--- config.mk ---
export PLATFORM = sky130hd
export DESIGN_NAME = irq_pick_top
export DESIGN_NICKNAME = d
export VERILOG_FILES = /design/src/rtl/ips_pkg.sv /design/src/rtl/ips_prio_route.sv /design/src/rtl/ips_best_tree.sv /design/src/rtl/ips_cpu_gate.sv /design/src/rtl/irq_pick_top.sv
export SDC_FILE = /design/constraint.sdc
export NUM_CORES = 2
export LEC_CHECK = 0
export ABC_AREA = 1
export BUFFER_PORTS_ARGS = -buffer_cell sky130_fd_sc_hd__buf_4
export CAP_MARGIN = 20
export CORE_AREA = 2 2 398 400
export DETAILED_ROUTE_END_ITERATION = 16
export DIE_AREA = 0 0 400 402
export SETUP_SLACK_MARGIN = 0.2
export SKIP_CTS_REPAIR_TIMING = 1
export SLEW_MARGIN = 25
export SYNTH_ARGS = -nofsm -noshare
export SYNTH_HDL_FRONTEND = slang
export SYNTH_HIERARCHICAL = 1
export SYNTH_SLANG_ARGS = --single-unit
--- constraint.sdc ---
create_clock -name clk -period 2.2 [get_ports clk]
set_clock_uncertainty 0.05 [all_clocks]
set_input_delay 0.44 -clock clk [delete_from_list [all_inputs] [get_ports clk]]
set_output_delay 0.44 -clock clk [all_outputs]
set_load 0.05 [all_outputs]
--- src/rtl/ips_pkg.sv ---
package ips_pkg;
  localparam int IPS_NUM_SRC  = 64;
  localparam int IPS_NUM_CPU  = 2;
  localparam int IPS_NUM_PRIV = 32;
  localparam int IPS_PW       = 8;
  localparam int IPS_ID_W     = 10;
  localparam logic [IPS_ID_W-1:0] IPS_ID_NONE = 10'd1023;
endpackage

--- src/rtl/ips_prio_route.sv ---
module ips_prio_route #(
  parameter int NUM_SRC  = 64,
  parameter int NUM_PRIV = 32,
  parameter int PW       = 8
) (
  input  logic [NUM_PRIV*PW-1:0]           banked_i,
  input  logic [(NUM_SRC-NUM_PRIV)*PW-1:0] common_i,
  output logic [NUM_SRC*PW-1:0]            prio_o
);
  for (genvar s = 0; s < NUM_SRC; s++) begin : g_src
    if (s < NUM_PRIV) begin : g_bank
      assign prio_o[s*PW +: PW] = banked_i[s*PW +: PW];
    end else begin : g_shared
      assign prio_o[s*PW +: PW] = common_i[(s-NUM_PRIV)*PW +: PW];
    end
  end
endmodule

--- src/rtl/ips_best_tree.sv ---
module ips_best_tree #(
  parameter int NUM_SRC = 64,
  parameter int PW      = 8,
  localparam int SRC_W  = $clog2(NUM_SRC),
  localparam int LEAVES = 1 << SRC_W,
  localparam int NODES  = 2*LEAVES - 1
) (
  input  logic [NUM_SRC-1:0]    en_i,
  input  logic [NUM_SRC-1:0]    pend_i,
  input  logic [NUM_SRC*PW-1:0] prio_i,
  output logic                  best_v_o,
  output logic [PW-1:0]         best_p_o,
  output logic [SRC_W-1:0]      best_i_o
);
  logic             lv [LEAVES];
  logic [PW-1:0]    lp [LEAVES];
  logic [SRC_W-1:0] li [LEAVES];

  for (genvar j = 0; j < LEAVES; j++) begin : g_leaf
    if (j < NUM_SRC) begin : g_real
      assign lv[j] = en_i[j] & pend_i[j];
      assign lp[j] = prio_i[j*PW +: PW];
    end else begin : g_pad
      assign lv[j] = 1'b0;
      assign lp[j] = '1;
    end
    assign li[j] = SRC_W'(j);
  end

  logic             nv [NODES];
  logic [PW-1:0]    np [NODES];
  logic [SRC_W-1:0] ni [NODES];

  // Reduce pairwise from the leaves up; the right child replaces the left
  // only when strictly more urgent, so the lower index keeps a tie.
  always_comb begin
    for (int j = 0; j < LEAVES; j++) begin
      nv[LEAVES-1+j] = lv[j];
      np[LEAVES-1+j] = lp[j];
      ni[LEAVES-1+j] = li[j];
    end
    for (int k = LEAVES-2; k >= 0; k--) begin
      if (nv[2*k+2] && (!nv[2*k+1] || (np[2*k+2] < np[2*k+1]))) begin
        nv[k] = 1'b1;
        np[k] = np[2*k+2];
        ni[k] = ni[2*k+2];
      end else begin
        nv[k] = nv[2*k+1];
        np[k] = np[2*k+1];
        ni[k] = ni[2*k+1];
      end
    end
  end

  assign best_v_o = nv[0];
  assign best_p_o = np[0];
  assign best_i_o = ni[0];
endmodule

--- src/rtl/ips_cpu_gate.sv ---
module ips_cpu_gate
  import ips_pkg::*;
#(
  parameter int PW    = 8,
  parameter int SRC_W = 6,
  parameter int ID_W  = 10
) (
  input  logic             clk,
  input  logic             rst_n,
  input  logic             glb_en_i,
  input  logic             if_en_i,
  input  logic             cand_v_i,
  input  logic [PW-1:0]    cand_p_i,
  input  logic [SRC_W-1:0] cand_i_i,
  input  logic [PW-1:0]    mask_i,
  input  logic [PW:0]      run_i,
  output logic             req_o,
  output logic [ID_W-1:0]  id_o
);
  localparam logic [ID_W-1:0] NONE = '1;

  logic            show_c;
  logic            req_d, req_q;
  logic [ID_W-1:0] id_d, id_q;
  logic            upd_en;

  always_comb begin
    show_c = glb_en_i && if_en_i && cand_v_i && (cand_p_i <= mask_i);
    id_d   = show_c ? ID_W'(cand_i_i) : NONE;
    req_d  = show_c && ({1'b0, cand_p_i} < run_i);
    upd_en = (id_d != id_q) || (req_d != req_q);
  end

  always_ff @(posedge clk or negedge rst_n) begin
    if (!rst_n) begin
      id_q  <= NONE;
      req_q <= 1'b0;
    end else if (upd_en) begin
      id_q  <= id_d;
      req_q <= req_d;
    end
  end

  assign req_o = req_q;
  assign id_o  = id_q;
endmodule

--- src/rtl/irq_pick_top.sv ---
module irq_pick_top
  import ips_pkg::*;
#(
  parameter int NUM_SRC  = IPS_NUM_SRC,
  parameter int NUM_CPU  = IPS_NUM_CPU,
  parameter int NUM_PRIV = IPS_NUM_PRIV,
  parameter int PW       = IPS_PW,
  parameter int ID_W     = IPS_ID_W,
  localparam int SRC_W   = $clog2(NUM_SRC),
  localparam int RW      = PW + 1
) (
  input  logic                            clk,
  input  logic                            rst_n,
  input  logic                            dist_en,
  input  logic [NUM_CPU-1:0]              cpu_if_en,
  input  logic [NUM_SRC-1:0]              src_en,
  input  logic [NUM_CPU*NUM_SRC-1:0]      src_pend,
  input  logic [NUM_CPU*NUM_PRIV*PW-1:0]  prio_banked,
  input  logic [(NUM_SRC-NUM_PRIV)*PW-1:0] prio_common,
  input  logic [NUM_CPU*PW-1:0]           prio_mask,
  input  logic [NUM_CPU*RW-1:0]           run_prio,
  output logic [NUM_CPU-1:0]              irq_req,
  output logic [NUM_CPU*ID_W-1:0]         pend_id
);
  for (genvar c = 0; c < NUM_CPU; c++) begin : g_cpu
    logic [NUM_SRC*PW-1:0] prio_vec;
    logic                  best_v;
    logic [PW-1:0]         best_p;
    logic [SRC_W-1:0]      best_i;

    ips_prio_route #(.NUM_SRC(NUM_SRC), .NUM_PRIV(NUM_PRIV), .PW(PW)) u_route (
      .banked_i (prio_banked[c*NUM_PRIV*PW +: NUM_PRIV*PW]),
      .common_i (prio_common),
      .prio_o   (prio_vec)
    );

    ips_best_tree #(.NUM_SRC(NUM_SRC), .PW(PW)) u_tree (
      .en_i     (src_en),
      .pend_i   (src_pend[c*NUM_SRC +: NUM_SRC]),
      .prio_i   (prio_vec),
      .best_v_o (best_v),
      .best_p_o (best_p),
      .best_i_o (best_i)
    );

    ips_cpu_gate #(.PW(PW), .SRC_W(SRC_W), .ID_W(ID_W)) u_gate (
      .clk      (clk),
      .rst_n    (rst_n),
      .glb_en_i (dist_en),
      .if_en_i  (cpu_if_en[c]),
      .cand_v_i (best_v),
      .cand_p_i (best_p),
      .cand_i_i (best_i),
      .mask_i   (prio_mask[c*PW +: PW]),
      .run_i    (run_prio[c*RW +: RW]),
      .req_o    (irq_req[c]),
      .id_o     (pend_id[c*ID_W +: ID_W])
    );
  end
endmodule

==> impl_metrics.ini <==
[run_status]
status = complete, but fails checks
failed_checks = setup timing

[power_and_ir_drop]
sw_pwr_w = 0.0327
share_clk_of_total_power_pct = 0.7
netSwitchingFraction_pct = 53.5
comb_power_share_pct = 98.5
p_int_w = 0.0285
vdd.ir_drop.worst_uv = 1740
p_per_area_mw_per_mm2 = 831
power.sequential.fraction_pct = 0.8
leakage_power_nw = 42.2

[clock_tree]
clk_transition_reported_paths_ns = 0.06
clkSinkCount = 16
cts_root_buf = clkbuf_16
numCtsBuffers = 3
h_tree_lvl_count = 1
cts_tree = done
clock_tree.buffer_depth = 2

[layout]
share_of_final_layout_standard_cells_stronger_than_drive_strength_1_pct = 44.4
fillCellCount = 16100
finish.utilization_pct = 46.9
design.final.nets = 12600
finish.cell_count_without_fillers = 12800
area_growth_syn_to_layout_pct = 59.5

[critical_path]
critPathRequiredTime_ns = 2.36
cp-start-kind = input port
critical_path_class = in -> reg
worst_ep_arrival_time_ns = 8.98
worst-path-max-fanout = 8
critPathMostFrequentCell = nand2_1
critical_path.slowest_cell = ha_1
critPathCaptureType = register
timing.critical_path.slowest_cell_delay_ns = 0.31

[timing]
tightest_slew_ns = 0.812
timing.final.crit_share_pct = 401
clock.fmax_ghz = 0.113
rsz0062_at_grt = true
hold_viol = 0
slew-limit-headroom_pct = 45.2
layout_setup_ws_ns = -6.62
drv_slew = 0
setup_viol = 16
finalHoldWorstSlack_ns = 0.0174
tns_ns = -103.51
post-route-min-period_ns = 8.82

[global_route]
initial_antenna_violation_count = 23
first_pass_grt_wire_length_um = 312000
grt_remaining_overflow = 0
track_usage_pct = 24.9
largest_net_degree_at_the_start_of_global_routing = 17
first_global_vias = 55900

[place]
globalplace.congestion = 1.01
dp_hpwl_um = 194000
portBuffers = 1020
placed_cells_incl_taps = 12600

[route]
detailroute.via_count = 59700
route.final.wire_length_um = 220000
post_drt_wl_per_cell_um = 17.2
drt_pass1_iterations = 6
detail_route.iter0.violations = 3089
vias_per_cell = 4.66
postRouteAntennaNets = 0
route.detailed.drc = 0

[floorplanning]
die-area_mm2 = 0.161
fp.dieH_um = 402
std_cell_rows = 146
chip_width_um = 400
start_util_pct = 29.4
design.core.area_mm2 = 0.157
top_level_ports = 1021

[synthesis]
post_synth_instance_area_mm2 = 0.0462
yosysSeqAreaShare_pct = 0.904
yosysMostFrequentCell = nand2_1
mappedNetlistNets = 10100
synthDistinctLibCells = 33
post_synth_most_frequent_cells = nand2_1, buf_4, inv_1
syn_inst = 8272
post-synth-top-area-fraction_pct = 23.3
synth_edf_count = 0
avgSynthCellArea_um2 = 5.59
synth_largest_area_cell = ha_1
ys_top_cells_by_area = ha_1, nand2_1, buf_4
yosysWarningCount = 6
yosys_register_bits = 16
async_flop_share_pct = 100
top_reg_cell_synth = dfstp_2

[min_path]
worstHoldPathType = in -> async

[job]
max_cap_violations = 0
==> power by group through the flow <==
stage               sequential (W)  clock (W)  combinational [W]
floorplan                 0.000670          0             0.0278
global route              0.000515   0.000439             0.0664
finish                    0.000510   0.000399             0.0603
detailed placement        0.000517          0             0.0491
global placement          0.000521          0             0.0481
CTS                       0.000517   0.000428             0.0494
==> per-layer routing <==
| metal | track usage (%) | vias up | part of all wire, % |
|---|---|---|---|
| met5 | 0 | - | 0.051 |
| met4 | 6.28 | 16 | 3.2 |
| met3 | 2.91 | 339 | 5.0 |
| met2 | 44.6 | 1529 | 49 |
| met1 | 31.1 | 27300 | 43 |
| li1 | - | 30500 | - |
==> through the flow <==
| step | worst slack (ns) | cell area [um2] | power, W |
|---|---|---|---|
| after detailed placement | -7.92 | 67600 | 0.0496 |
| after global placement | -7.77 | 67600 | 0.0486 |
| after global routing | -7.18 | 73700 | 0.0673 |
| final | -6.62 | 73700 | 0.0612 |
| after floorplan | -6.21 | 48300 | 0.0285 |
| after CTS | -7.68 | 67700 | 0.0503 |
==> critical path, delay by kind of cell <==
kind	cells	cell delay (ns)
AOI/OAI and AO/OA	15	1.96
buffers and inverters	13	1.57
and+or+nand+nor	37	3.21
adders and majority gates	7	1.80
==> final cells by class <==
| cell class | instances | area (um2) | area share [%] |
|---|---|---|---|
| diodes | 8 | 20.0 | 0.0272 |
| clock buffers | 3 | 75.1 | 0.102 |
| inverters | 1013 | 4040 | 5.49 |
| multi-input cells | 6106 | 39200 | 53.2 |
| flip-flops and latches | 16 | 418 | 0.567 |
| well taps | 2072 | 2590 | 3.52 |
| repair buffers | 3564 | 27200 | 36.9 |
| repair inverters | 14 | 104 | 0.141 |
==> final timing paths <==
path                                            to  slack, ns             from
min in group clk             g_cpu[1].u_gate/req_o       0.53     run_prio[17]
max in group asynchronous  g_cpu[1].u_gate/id_o[4]       1.75            rst_n
hold / removal               g_cpu[0].u_gate/req_o       0.02            rst_n
setup / recovery             g_cpu[1].u_gate/req_o      -6.62  prio_common[55]
==> sequential cells by signal (all words and copies together), names as in the netlist <==
name                flops
g_cpu.u_gate/id_o      14
g_cpu.u_gate/req_o      2
==> cell usage in the layout (no fill, tap or decap), types with 34 or more instances in the layout <==
| master | n |
|---|---|
| a211oi_2 | 43 |
| a21oi_1 | 343 |
| a21oi_2 | 145 |
| buf_4 | 3503 |
| ha_1 | 719 |
| ha_4 | 130 |
| inv_1 | 897 |
| inv_2 | 55 |
| inv_4 | 34 |
| nand2_1 | 2597 |
| nand2_2 | 246 |
| nand2_4 | 129 |
| nand3_1 | 266 |
| nand3b_1 | 90 |
| nor2_1 | 417 |
| nor2_2 | 45 |
| o21a_1 | 36 |
| o21ai_0 | 213 |
| o21ai_1 | 261 |
| o21ai_2 | 209 |
==> cell families after synthesis <==
family,share of synthesized area [%]
DFF,0.904
muxes,0.130
AOI/OAI and AO/OA,15.3
buffers and inverters,26.2
adders and majority gates,23.3
and+or+nand+nor,34.2
Note: power is estimated with default switching activity, not from simulation.
